[src/rtl/pll_ctl_pkg.sv]
package pll_ctl_pkg;

    // Control word layout; a neighbouring analog block decodes these positions
    localparam int PD_BIT   = 0;
    localparam int BYP_BIT  = 1;
    localparam int ODIV_LSB = 2;
    localparam int ODIV_W   = 2;
    localparam int IDIV_LSB = 4;
    localparam int IDIV_W   = 5;
    localparam int FB_LSB   = 9;
    localparam int FB_W     = 7;
    localparam int BAND_LSB = 20;
    localparam int BAND_W   = 4;

    localparam logic [31:0] CTRL_MASK =
        32'((1 << (FB_LSB + FB_W)) - 1) | 32'(((1 << BAND_W) - 1) << BAND_LSB);
    localparam logic [31:0] CTRL_RESET = 32'(1 << PD_BIT);

    // Register word indices inside the 16-byte window
    localparam logic [1:0] WORD_CTRL = 2'd0;
    localparam logic [1:0] WORD_STAT = 2'd1;
    localparam logic [1:0] WORD_RATE = 2'd2;
    localparam logic [1:0] WORD_RSVD = 2'd3;

    typedef struct packed {
        logic [BAND_W-1:0] band;
        logic [FB_W-1:0]   fb;
        logic [IDIV_W-1:0] idiv;
        logic [ODIV_W-1:0] odiv;
        logic              bypass;
        logic              pd;
    } pll_cfg_t;

    typedef enum logic [2:0] {
        LK_DOWN,
        LK_BYPASS,
        LK_FAULT,
        LK_RELOCK,
        LK_LOCKED
    } lock_state_e;

    typedef enum logic {
        RC_IDLE,
        RC_DIV
    } rate_state_e;

endpackage

[src/rtl/pll_ctl_regs.sv]
module pll_ctl_regs
    import pll_ctl_pkg::*;
#(
    parameter int RATE_W = 24
) (
    input  logic              clk,
    input  logic              rst_n,
    input  logic              bus_wr,
    input  logic [1:0]        bus_word,
    input  logic [31:0]       bus_wdata,
    input  logic              lock,
    input  logic [RATE_W-1:0] rate_code,
    output logic [31:0]       bus_rdata,
    output logic              ctrl_wr,
    output logic              wr_pd,
    output logic              wr_bypass,
    output logic [ODIV_W-1:0] wr_odiv,
    output logic [IDIV_W-1:0] wr_idiv,
    output logic [FB_W-1:0]   wr_fb,
    output pll_cfg_t          cfg,
    output logic              err
);

    logic [31:0] ctrl_q;
    logic        err_q;

    assign ctrl_wr   = bus_wr && (bus_word == WORD_CTRL);

    // Fields of the word being written, seen by the state machines on the write edge
    assign wr_pd     = bus_wdata[PD_BIT];
    assign wr_bypass = bus_wdata[BYP_BIT];
    assign wr_odiv   = bus_wdata[ODIV_LSB +: ODIV_W];
    assign wr_idiv   = bus_wdata[IDIV_LSB +: IDIV_W];
    assign wr_fb     = bus_wdata[FB_LSB +: FB_W];

    always_ff @(posedge clk or negedge rst_n) begin
        if (!rst_n) begin
            ctrl_q <= CTRL_RESET;
            err_q  <= 1'b0;
        end else if (ctrl_wr) begin
            ctrl_q <= bus_wdata & CTRL_MASK;
            err_q  <= (wr_fb == '0);
        end
    end

    always_comb begin
        cfg.pd     = ctrl_q[PD_BIT];
        cfg.bypass = ctrl_q[BYP_BIT];
        cfg.odiv   = ctrl_q[ODIV_LSB +: ODIV_W];
        cfg.idiv   = ctrl_q[IDIV_LSB +: IDIV_W];
        cfg.fb     = ctrl_q[FB_LSB +: FB_W];
        cfg.band   = ctrl_q[BAND_LSB +: BAND_W];
    end

    assign err = err_q;

    always_comb begin
        unique case (bus_word)
            WORD_CTRL: bus_rdata = ctrl_q;
            WORD_STAT: bus_rdata = {30'd0, err_q, lock};
            WORD_RATE: bus_rdata = 32'(rate_code);
            WORD_RSVD: bus_rdata = 32'd0;
            default:   bus_rdata = 32'd0;
        endcase
    end

endmodule

[src/rtl/pll_lock_fsm.sv]
module pll_lock_fsm
    import pll_ctl_pkg::*;
#(
    parameter int RELOCK_CYCLES = 10000
) (
    input  logic clk,
    input  logic rst_n,
    input  logic ctrl_wr,
    input  logic wr_bypass,
    input  logic wr_pd,
    input  logic wr_fb_zero,
    output logic lock
);

    localparam int CNT_W = (RELOCK_CYCLES > 1) ? $clog2(RELOCK_CYCLES) : 1;
    localparam logic [CNT_W-1:0] CNT_LAST = CNT_W'(RELOCK_CYCLES - 1);

    lock_state_e       st_q, st_d;
    logic [CNT_W-1:0]  cnt_q;

    // Next state: a control write always wins over the relock count
    always_comb begin
        st_d = st_q;
        if (ctrl_wr) begin
            if (wr_bypass)       st_d = LK_BYPASS;
            else if (wr_pd)      st_d = LK_DOWN;
            else if (wr_fb_zero) st_d = LK_FAULT;
            else                 st_d = LK_RELOCK;
        end else begin
            unique case (st_q)
                LK_RELOCK: if (cnt_q == CNT_LAST) st_d = LK_LOCKED;
                LK_DOWN,
                LK_BYPASS,
                LK_FAULT,
                LK_LOCKED: st_d = st_q;
                default:   st_d = LK_DOWN;
            endcase
        end
    end

    always_ff @(posedge clk or negedge rst_n) begin
        if (!rst_n) st_q <= LK_DOWN;
        else        st_q <= st_d;
    end

    always_ff @(posedge clk or negedge rst_n) begin
        if (!rst_n)                             cnt_q <= '0;
        else if (ctrl_wr || st_q != LK_RELOCK)  cnt_q <= '0;
        else                                    cnt_q <= cnt_q + CNT_W'(1);
    end

    always_comb begin
        lock = (st_q == LK_LOCKED);
    end

endmodule

[src/rtl/pll_rate_calc.sv]
module pll_rate_calc
    import pll_ctl_pkg::*;
#(
    parameter int REF_RATE = 33333,
    parameter int RATE_W   = 24
) (
    input  logic              clk,
    input  logic              rst_n,
    input  logic              start,
    input  logic              cfg_pd,
    input  logic              cfg_bypass,
    input  logic [ODIV_W-1:0] cfg_odiv,
    input  logic [IDIV_W-1:0] cfg_idiv,
    input  logic [FB_W-1:0]   cfg_fb,
    output logic [RATE_W-1:0] rate_code,
    output logic              rate_valid
);

    localparam int NUM_W = RATE_W;
    localparam int DEN_W = IDIV_W + 1;
    localparam int ITR_W = $clog2(NUM_W);
    localparam logic [ITR_W-1:0] ITR_LAST = ITR_W'(NUM_W - 1);

    rate_state_e        st_q, st_d;
    logic [ITR_W-1:0]   itr_q;
    logic [NUM_W-1:0]   quo_q;
    logic [DEN_W-1:0]   rem_q;
    logic [DEN_W-1:0]   den_q;
    logic [ODIV_W-1:0]  odiv_q;
    logic               byp_q;
    logic               pd_q;

    logic [NUM_W-1:0]   num_start;
    logic [DEN_W-1:0]   den_start;
    logic [DEN_W:0]     rem_sh;
    logic               take;

    assign num_start = NUM_W'(REF_RATE) * ((NUM_W'(cfg_fb) + NUM_W'(1)) << 1);
    assign den_start = DEN_W'(cfg_idiv) + DEN_W'(1);

    // One restoring-division step per clock
    assign rem_sh = {rem_q, quo_q[NUM_W-1]};
    assign take   = (rem_sh >= {1'b0, den_q});

    always_comb begin
        st_d = st_q;
        if (start) begin
            st_d = RC_DIV;
        end else begin
            unique case (st_q)
                RC_IDLE: st_d = RC_IDLE;
                RC_DIV:  if (itr_q == ITR_LAST) st_d = RC_IDLE;
                default: st_d = RC_IDLE;
            endcase
        end
    end

    always_ff @(posedge clk or negedge rst_n) begin
        if (!rst_n) st_q <= RC_IDLE;
        else        st_q <= st_d;
    end

    always_ff @(posedge clk or negedge rst_n) begin
        if (!rst_n) begin
            itr_q  <= '0;
            quo_q  <= '0;
            rem_q  <= '0;
            den_q  <= DEN_W'(1);
            odiv_q <= '0;
            byp_q  <= 1'b0;
            pd_q   <= 1'b1;
        end else if (start) begin
            itr_q  <= '0;
            quo_q  <= num_start;
            rem_q  <= '0;
            den_q  <= den_start;
            odiv_q <= cfg_odiv;
            byp_q  <= cfg_bypass;
            pd_q   <= cfg_pd;
        end else if (st_q == RC_DIV) begin
            itr_q  <= itr_q + ITR_W'(1);
            quo_q  <= {quo_q[NUM_W-2:0], take};
            rem_q  <= take ? DEN_W'(rem_sh - {1'b0, den_q}) : rem_sh[DEN_W-1:0];
        end
    end

    always_comb begin
        if (byp_q)     rate_code = RATE_W'(REF_RATE);
        else if (pd_q) rate_code = '0;
        else           rate_code = quo_q >> odiv_q;
        rate_valid = (st_q == RC_IDLE);
    end

endmodule

[src/rtl/pll_ctl_unit.sv]
module pll_ctl_unit
    import pll_ctl_pkg::*;
#(
    parameter int REF_RATE      = 33333,
    parameter int REF_W         = 16,
    parameter int RELOCK_CYCLES = 10000,
    parameter int RATE_W        = REF_W + FB_W + 1
) (
    input  logic              clk,
    input  logic              rst_n,
    input  logic              bus_wr,
    input  logic [1:0]        bus_word,
    input  logic [31:0]       bus_wdata,
    output logic [31:0]       bus_rdata,
    output logic              pll_pd,
    output logic              pll_bypass,
    output logic [ODIV_W-1:0] pll_odiv,
    output logic [IDIV_W-1:0] pll_idiv,
    output logic [FB_W-1:0]   pll_fbdiv,
    output logic [BAND_W-1:0] pll_band,
    output logic              pll_lock,
    output logic              pll_err,
    output logic [RATE_W-1:0] rate_code,
    output logic              rate_valid
);

    logic              ctrl_wr;
    logic              wr_pd;
    logic              wr_bypass;
    logic [ODIV_W-1:0] wr_odiv;
    logic [IDIV_W-1:0] wr_idiv;
    logic [FB_W-1:0]   wr_fb;
    pll_cfg_t          cfg;
    logic              lock;
    logic              err;

    pll_ctl_regs #(.RATE_W(RATE_W)) u_regs (
        .clk       (clk),
        .rst_n     (rst_n),
        .bus_wr    (bus_wr),
        .bus_word  (bus_word),
        .bus_wdata (bus_wdata),
        .lock      (lock),
        .rate_code (rate_code),
        .bus_rdata (bus_rdata),
        .ctrl_wr   (ctrl_wr),
        .wr_pd     (wr_pd),
        .wr_bypass (wr_bypass),
        .wr_odiv   (wr_odiv),
        .wr_idiv   (wr_idiv),
        .wr_fb     (wr_fb),
        .cfg       (cfg),
        .err       (err)
    );

    pll_lock_fsm #(.RELOCK_CYCLES(RELOCK_CYCLES)) u_lock (
        .clk        (clk),
        .rst_n      (rst_n),
        .ctrl_wr    (ctrl_wr),
        .wr_bypass  (wr_bypass),
        .wr_pd      (wr_pd),
        .wr_fb_zero (wr_fb == '0),
        .lock       (lock)
    );

    pll_rate_calc #(.REF_RATE(REF_RATE), .RATE_W(RATE_W)) u_rate (
        .clk        (clk),
        .rst_n      (rst_n),
        .start      (ctrl_wr),
        .cfg_pd     (wr_pd),
        .cfg_bypass (wr_bypass),
        .cfg_odiv   (wr_odiv),
        .cfg_idiv   (wr_idiv),
        .cfg_fb     (wr_fb),
        .rate_code  (rate_code),
        .rate_valid (rate_valid)
    );

    assign pll_pd     = cfg.pd;
    assign pll_bypass = cfg.bypass;
    assign pll_odiv   = cfg.odiv;
    assign pll_idiv   = cfg.idiv;
    assign pll_fbdiv  = cfg.fb;
    assign pll_band   = cfg.band;
    assign pll_lock   = lock;
    assign pll_err    = err;

endmodule

[config.mk]
export PLATFORM = sky130hd
export DESIGN_NAME = pll_ctl_unit
export DESIGN_NICKNAME = d
export VERILOG_FILES = /design/src/rtl/pll_ctl_pkg.sv /design/src/rtl/pll_ctl_regs.sv /design/src/rtl/pll_lock_fsm.sv /design/src/rtl/pll_rate_calc.sv /design/src/rtl/pll_ctl_unit.sv
export SDC_FILE = /design/constraint.sdc
export NUM_CORES = 1
export LEC_CHECK = 0
export BUFFER_PORTS_ARGS = -buffer_cell sky130_fd_sc_hd__buf_2
export CAP_MARGIN = 20
export CORE_ASPECT_RATIO = 1.5
export CORE_MARGIN = 3
export CORE_UTILIZATION = 53
export CTS_CLUSTER_SIZE = 40
export DETAILED_ROUTE_END_ITERATION = 10
export GPL_TIMING_DRIVEN = 0
export MAX_ROUTING_LAYER = met4
export PLACE_DENSITY = 0.75
export REMOVE_ABC_BUFFERS = 1
export SLEW_MARGIN = 5
export SYNTH_ARGS = -nofsm -noshare
export SYNTH_HDL_FRONTEND = slang
export SYNTH_SLANG_ARGS = --single-unit
export TNS_END_PERCENT = 10
[constraint.sdc]
create_clock -name clk -period 4.4 [get_ports clk]
set_clock_uncertainty 0.2 [all_clocks]
set_input_delay 0.22 -clock clk [delete_from_list [all_inputs] [get_ports clk]]
set_output_delay 0.22 -clock clk [all_outputs]
set_load 0.02 [all_outputs]
# Word level (Yosys, flattened, before mapping)
# Cells that the tools add are included.
dict set report word_totals {
  ram_bits 0
  out_inout_bits 79
  latch_bits 0
  memories 0
  regBits 84
  romBits 0
  inputBits 37
}
dict set report op_classes {
  n_reduce_logical 8
  muxes 20
  n_eq_ne 12
  n_shift 1
  div 0
  bitwise 1
  n_addsub 5
  n_mul 1
  n_lt_le_gt_ge 1
}
# cell count
set op_table {}
lappend op_table {{case mux 32 bit (4 select lines)} 1}
lappend op_table {{two-way mux 24 bit} 4}
lappend op_table {{right shift 24 x 2 -> 24 bit} 1}
lappend op_table {{multiplier 16 x 23 -> 23 bit (first input constant)} 1}
lappend op_table {{two-way mux 6 bit} 3}
lappend op_table {{adder 14 x 1 -> 14 bit (second input constant)} 1}
lappend op_table {{equality test 14 bit (second input constant)} 1}
lappend op_table {{two-way mux 14 bit} 1}
lappend op_table {{two-way mux 3 bit} 4}
lappend op_table {{two-way mux 5 bit} 2}
lappend op_table {{adder 7 x 1 -> 8 bit (second input constant)} 1}
lappend op_table {{>= comparator 7 x 6 -> 1 bit} 1}
lappend op_table {{logical NOT 7 bit} 1}
lappend op_table {{adder 5 x 1 -> 6 bit (second input constant)} 1}
lappend op_table {{equality test 3 x 2 -> 1 bit (second input constant)} 2}
lappend op_table {{case mux 3 bit (2 select lines)} 1}
lappend op_table {{subtractor 6 bit} 1}
lappend op_table {{adder 5 x 1 -> 5 bit (second input constant)} 1}
lappend op_table {{equality test 5 bit (second input constant)} 1}
lappend op_table {{equality test 2 bit (second input constant)} 2}
lappend op_table {{OR reduction 4 bit} 1}
lappend op_table {{equality test 3 x 1 -> 1 bit (second input constant)} 1}
lappend op_table {{equality test 3 bit (second input constant)} 1}
lappend op_table {{logical NOT 3 bit} 1}
lappend op_table {{12 further kinds} 14}

# Depth between registers and ports, before layout
dict set report logic_depth {
  ltp_word 5
  depth_mapped 18
  mapped_depth_nobuf 18
}

# Modules after synthesis
# Synthesis repeated with hierarchy kept, for this count alone.
dict set report hier_totals {
  hier_cells 690
  area_unflattened_um2 6776.5
}
# module n_inst seq_area_each_um2 cells_per_inst area_per_inst_um2
set modules_own_cells {}
lappend modules_own_cells {pll_rate_calc 1 1153.6 475 4484.3}
lappend modules_own_cells {pll_ctl_regs 1 526.8 127 1391.3}
lappend modules_own_cells {pll_lock_fsm 1 425.4 86 880.8}
lappend modules_own_cells {pll_ctl_unit 1 0.0 2 20.0}

# Worst setup path before layout
# OpenSTA, ideal clock, no wires.
dict set report synth_timing {
  path_kind {input to register}
  start {input port bus_wdata[9]}
  end {register u_rate.quo_q[19]}
  path_stages 17
  arrival_ns 4.075
  path_slack_ns 0.006
  path_cell_list {ha_1 nand3_1 xor2_1 inv_2 ha_1 ha_1 inv_1 fa_1 fa_1 inv_1 ha_1 a211oi_2 o21ai_2 nand4_2 a21oi_2 or4_1 and3_1}
}
dict set report synth_between {
  elab_chain_cells 3
}
# element line
set synth_lines {}
lappend synth_lines {{start, declared} pll_ctl_unit.sv:13} ;# input logic [31:0] bus_wdata,
lappend synth_lines {{adder 7 x 1 -> 8 bit} pll_rate_calc.sv:38} ;# assign num_start = NUM_W'(REF_RATE) * ((NUM_W'(cfg_fb) + NUM_W'(1)) << 1);
lappend synth_lines {{multiplier 16 x 23 -> 23 bit} pll_rate_calc.sv:38}
lappend synth_lines {{two-way mux 24 bit} pll_rate_calc.sv:72} ;# end else if (start) begin
lappend synth_lines {{end signal, assigned} pll_rate_calc.sv:74} ;# quo_q <= num_start;
lappend synth_lines {{end signal, assigned} pll_rate_calc.sv:82} ;# quo_q <= {quo_q[NUM_W-2:0], take};
lappend synth_lines {{end, declared} pll_rate_calc.sv:26} ;# logic [NUM_W-1:0] quo_q;
# Every way passes these cells.
# A chain may end at the register's enable or synchronous reset.

# Worst setup path in the final report
# Ends and elaborated chain as after synthesis.

==> results list <==
- Clock sink total: 80
- Type of the setup path with the least slack: in -> reg
- Fill cell instance count of the final layout: 974
- Clock tree root driver cell: clkbuf_16
- In this run the vertical extent of the chip is 141 um.
* Routed len/inst: 17.4 um
- Part of the total power dissipated in combinational logic: 52.1%
- For this run, the number of Yosys warnings is 0.
- Initial antenna violation count: 0
- Layout overhead on the synthesized area: 18.9%
- Slew at the pin with the worst max-slew slack: 0.909 ns
* Netlist Area Pre-Place: 6460 um^2
* Fraction of layout cells with a size suffix above 1: 20.6%
- The region available for standard cell placement spans 11,700 um^2.
- Cell Chain, Critical Path: buf_2 -> nand2_1 -> or3_1 -> nand2_4 -> ha_1 -> ha_1 -> inv_1 -> fa_1 -> inv_1 -> fa_1 -> ha_2 -> a21o_1 -> a21o_1 -> a21oi_2 -> a21oi_2 -> or4_1 -> and3_1
* Sequential fraction of the synthesis area: 31.0%
- Die area: 13,600 um^2
- Ranking of synthesized cells by area: dfrtp_1, ha_1, mux2i_1
- The smallest clock period supported by the final layout is computed as 4.30 ns.
- Share of total power consumed by net switching: 43.6%
* Delay of the slowest critical-path stage: 0.49 ns
* Arrival @ worst endpoint: 4.33 ns
- The number of antenna diodes in the final layout is 0.
- Grt total ovfl: 0
- Netlist cell types: 71
- Worst path required time: 4.43 ns
- Among all stages on the critical path, the largest delay is contributed by fa_1.
- The analysis attributes to net switching a power of 1.78 mW.
* Cell taking the most area after synthesis: dfrtp_1
* Final clock period utilization by the worst path: 97.7%
* Residual DRC: 0
* Number of enable flip-flop cells after synthesis: 0
- Endpoint class of the critical path: flip-flop
- Fraction of synthesis flops using an asynchronous set or reset pin: 100%
* Synthesized instance count: 727
- The worst-case IR drop observed on VDD is 0.000188 V.
* Cell count after placement: 936
- Together, buffers and inverters on the worst path number 3.
- HPWL after detailed placement: 12,500 um
- Max Root-Sink Buffers: 2
- Final max-slew violation count: 0
- Max-cap check violation count: 0
* Final std cells w/o fill: 980
- In this run the power density over the cells is 532 nW/um^2.
* Hold_ws: 0.0787 ns
- Std-Cell Rows: 48
- Average size of a mapped cell: 8.88 um^2
* RSZ-0062 raised after global routing: true
* Worst rel slew slack: 39.4%
- The most used flip-flop cell after synthesis is dfrtp_1.
* Placement-stage cell area: 6990 um^2
- Setup violations remaining at the end of the flow were counted as 0.
- Fraction of synthesized cell area taken by the top area cell type: 30.2%
- Internal Power: 2.30 mW
* I/O pins: 116
- Via-to-Cell Ratio: 5.79
* Category of the worst setup path launch point: input pin
* Largest net degree at the start of global routing: 52
- Once the floorplan was initialized, standard cells occupied 55.1% of the core.
- At the later pin of the worst-skew pair, clock insertion delay measures 0.34 ns.
* Setup TNS after final layout: 0 ns
* Final ANT Viol Nets: 0
- Summing all non-filler instances in the final layout gives an area of 7670 um^2.
- In the synthesized netlist, the cells that appear most often are nand2_1, dfrtp_1, nor2_1, ha_1, mux2i_1.
* TritonCTS clock tree: done
- The number of clock buffers added by TritonCTS is 9.
- Detailed routing inserted a total of 5,677 vias.
- Static leakage: 3.88 nW
- Registers are responsible for 29.7% of the overall power.
- Grouping stages by cell kind, the critical path spends the most delay in adder cells.
- Horizontal die dimension: 96.1 um
- The number of endpoints with negative hold slack in the final report came to 0.
- Status: finished, final reports clean
* Class of the worst hold path: in -> reg
* Clock network power share: 18.2%
* Final Util: 65.5%
- Routability cong.: 0.926
- Yosys instantiated no cell more often than nand2_1.
- For this run, the total global-route usage over all layers was measured as 26.3%.
- In this run, synthesis produced a sequential element count of 80.
- For this block, the routed nets add up to 17,000 um of wire.
* Top fanout value on the critical path: 6
- Global-route wire length before repair: 27,400 um
* Vias in the first global route: 5,618
- For this run, the top clock speed supported by timing is 233 MHz.
- CTS built an H-tree with a depth of 3.
- Number of detailed-routing iterations run before antenna repair: 5
* Port bufs: 95
* Post-layout net count: 933
- Count of routing violations after the opening detailed-route iteration: 303
- Clock transition at the register clock pins on the worst setup and hold paths after CTS: 0.06 ns
==> flip-flops by register name, summed over array words and instances, names as in the netlist, 3 cells and up <==
register and count:
u_lock.st_q 3, u_rate.den_q 6, u_lock.cnt_q 14, u_regs.ctrl_q 19, u_rate.rem_q 6, u_rate.itr_q 5
u_rate.quo_q 24
==> power by group through the flow <==
| stage | sequential (mW) | clock (mW) | combinational (mW) |
|---|---|---|---|
| floorplan | 1.18 | 0 | 1.45 |
| global placement | 1.21 | 0 | 1.91 |
| detailed placement | 1.22 | 0 | 1.99 |
| CTS | 1.20 | 0.755 | 2.05 |
| global route | 1.25 | 0.789 | 2.36 |
| finish | 1.21 | 0.742 | 2.13 |
==> worst register-to-register path, delay by kind of cell, from the launching register on <==
| kind | cells | cell delay (ns) |
|---|---|---|
| compound gates | 2 | 0.48 |
| buf+inv | 1 | 0.58 |
| flops | 1 | 0.41 |
| fa+ha+maj | 1 | 0.24 |
| simple gates | 2 | 0.45 |
==> metal layers <==
metal / wire length, um / share of wire (%) / GRT usage, % / vias to the layer above
met5: 0 / 0 / - / -
met4: 338 / 2.0 / 8.70 / 0
met3: 887 / 5.2 / 3.36 / 29
met2: 9030 / 53 / 45.7 / 186
li1: - / - / - / 2714
met1: 6760 / 40 / 31.0 / 2748
==> cell families (layout without fill, tap and decap cells) <==
logic type | count (synthesis) | in the layout | synth area share [%]
compound gates | 140 | 140 | 14.6
flops | 80 | 80 | 31.0
simple gates | 238 | 238 | 16.9
xor+xnor | 38 | 38 | 5.16
mux | 64 | 64 | 10.4
other cells | 1 | 8 | 0.0581
buf+inv | 95 | 191 | 6.76
fa+ha+maj | 71 | 71 | 15.0
==> worst paths after layout <==
check,cells after the start,from,end,slack [ns]
setup / recovery,17,bus_wdata[9],u_rate.quo_q[19],0.10
hold / removal,3,bus_wdata[14],u_regs.ctrl_q[14],0.08
setup reg to reg,6,u_lock.cnt_q[0],u_lock.st_q[1],1.96
hold reg to reg,2,u_regs.ctrl_q[4],u_regs.ctrl_q[4],0.30
max in group asynchronous,3,rst_n,u_regs.ctrl_q[0],3.14
min in group asynchronous,2,rst_n,u_rate.rem_q[4],0.20
==> stage by stage <==
step                setup slack [ns]  power (mW)
floorplan                    0.00532        2.64
global placement              -0.622        3.13
detailed placement            -0.648        3.20
CTS                           0.0552        4.01
global route                 -0.0383        4.40
finish                         0.101        4.08
==> layout make-up <==
type	instances	area [um^2]	area share [%]
tap	150	188	2.45
clock inverter	6	68.8	0.897
multi-input combinational	559	4170	54.4
sequential	80	2010	26.1
clock buffer	10	229	2.98
inverter	48	180	2.35
timing repair buffer	127	828	10.8
==> cell usage in the layout (no fill, tap or decap), types with 4 or more instances in the layout <==
master	count
buf_2	95
nand2_1	88
dfrtp_1	77
nor2_1	64
ha_1	57
mux2i_1	56
inv_1	46
o21ai_0	36
nand3_1	22
dlygate4sd3_1	19
a21oi_1	18
xnor2_1	17
xor2_1	17
a211oi_1	12
o22ai_1	11
fa_1	11
o21ai_1	10
nor2b_1	10
nor3_1	10
a21o_1	9
clkbuf_16	9
buf_4	9
conb_1	8
nand4_1	7
mux2_2	6
or3_1	5
o22ai_2	5
nor4_1	5
and3_1	4
a31oi_1	4
==> timing repair <==
action,4_1_cts,5_1_grt
hold buffers,19,0
gates resized for setup,7,17
endpoints found under the setup margin,10,11
setup buffers,4,4
pin swaps,4,8
hold endpoints to repair,59,0
Power figures use the tool's default switching activity.
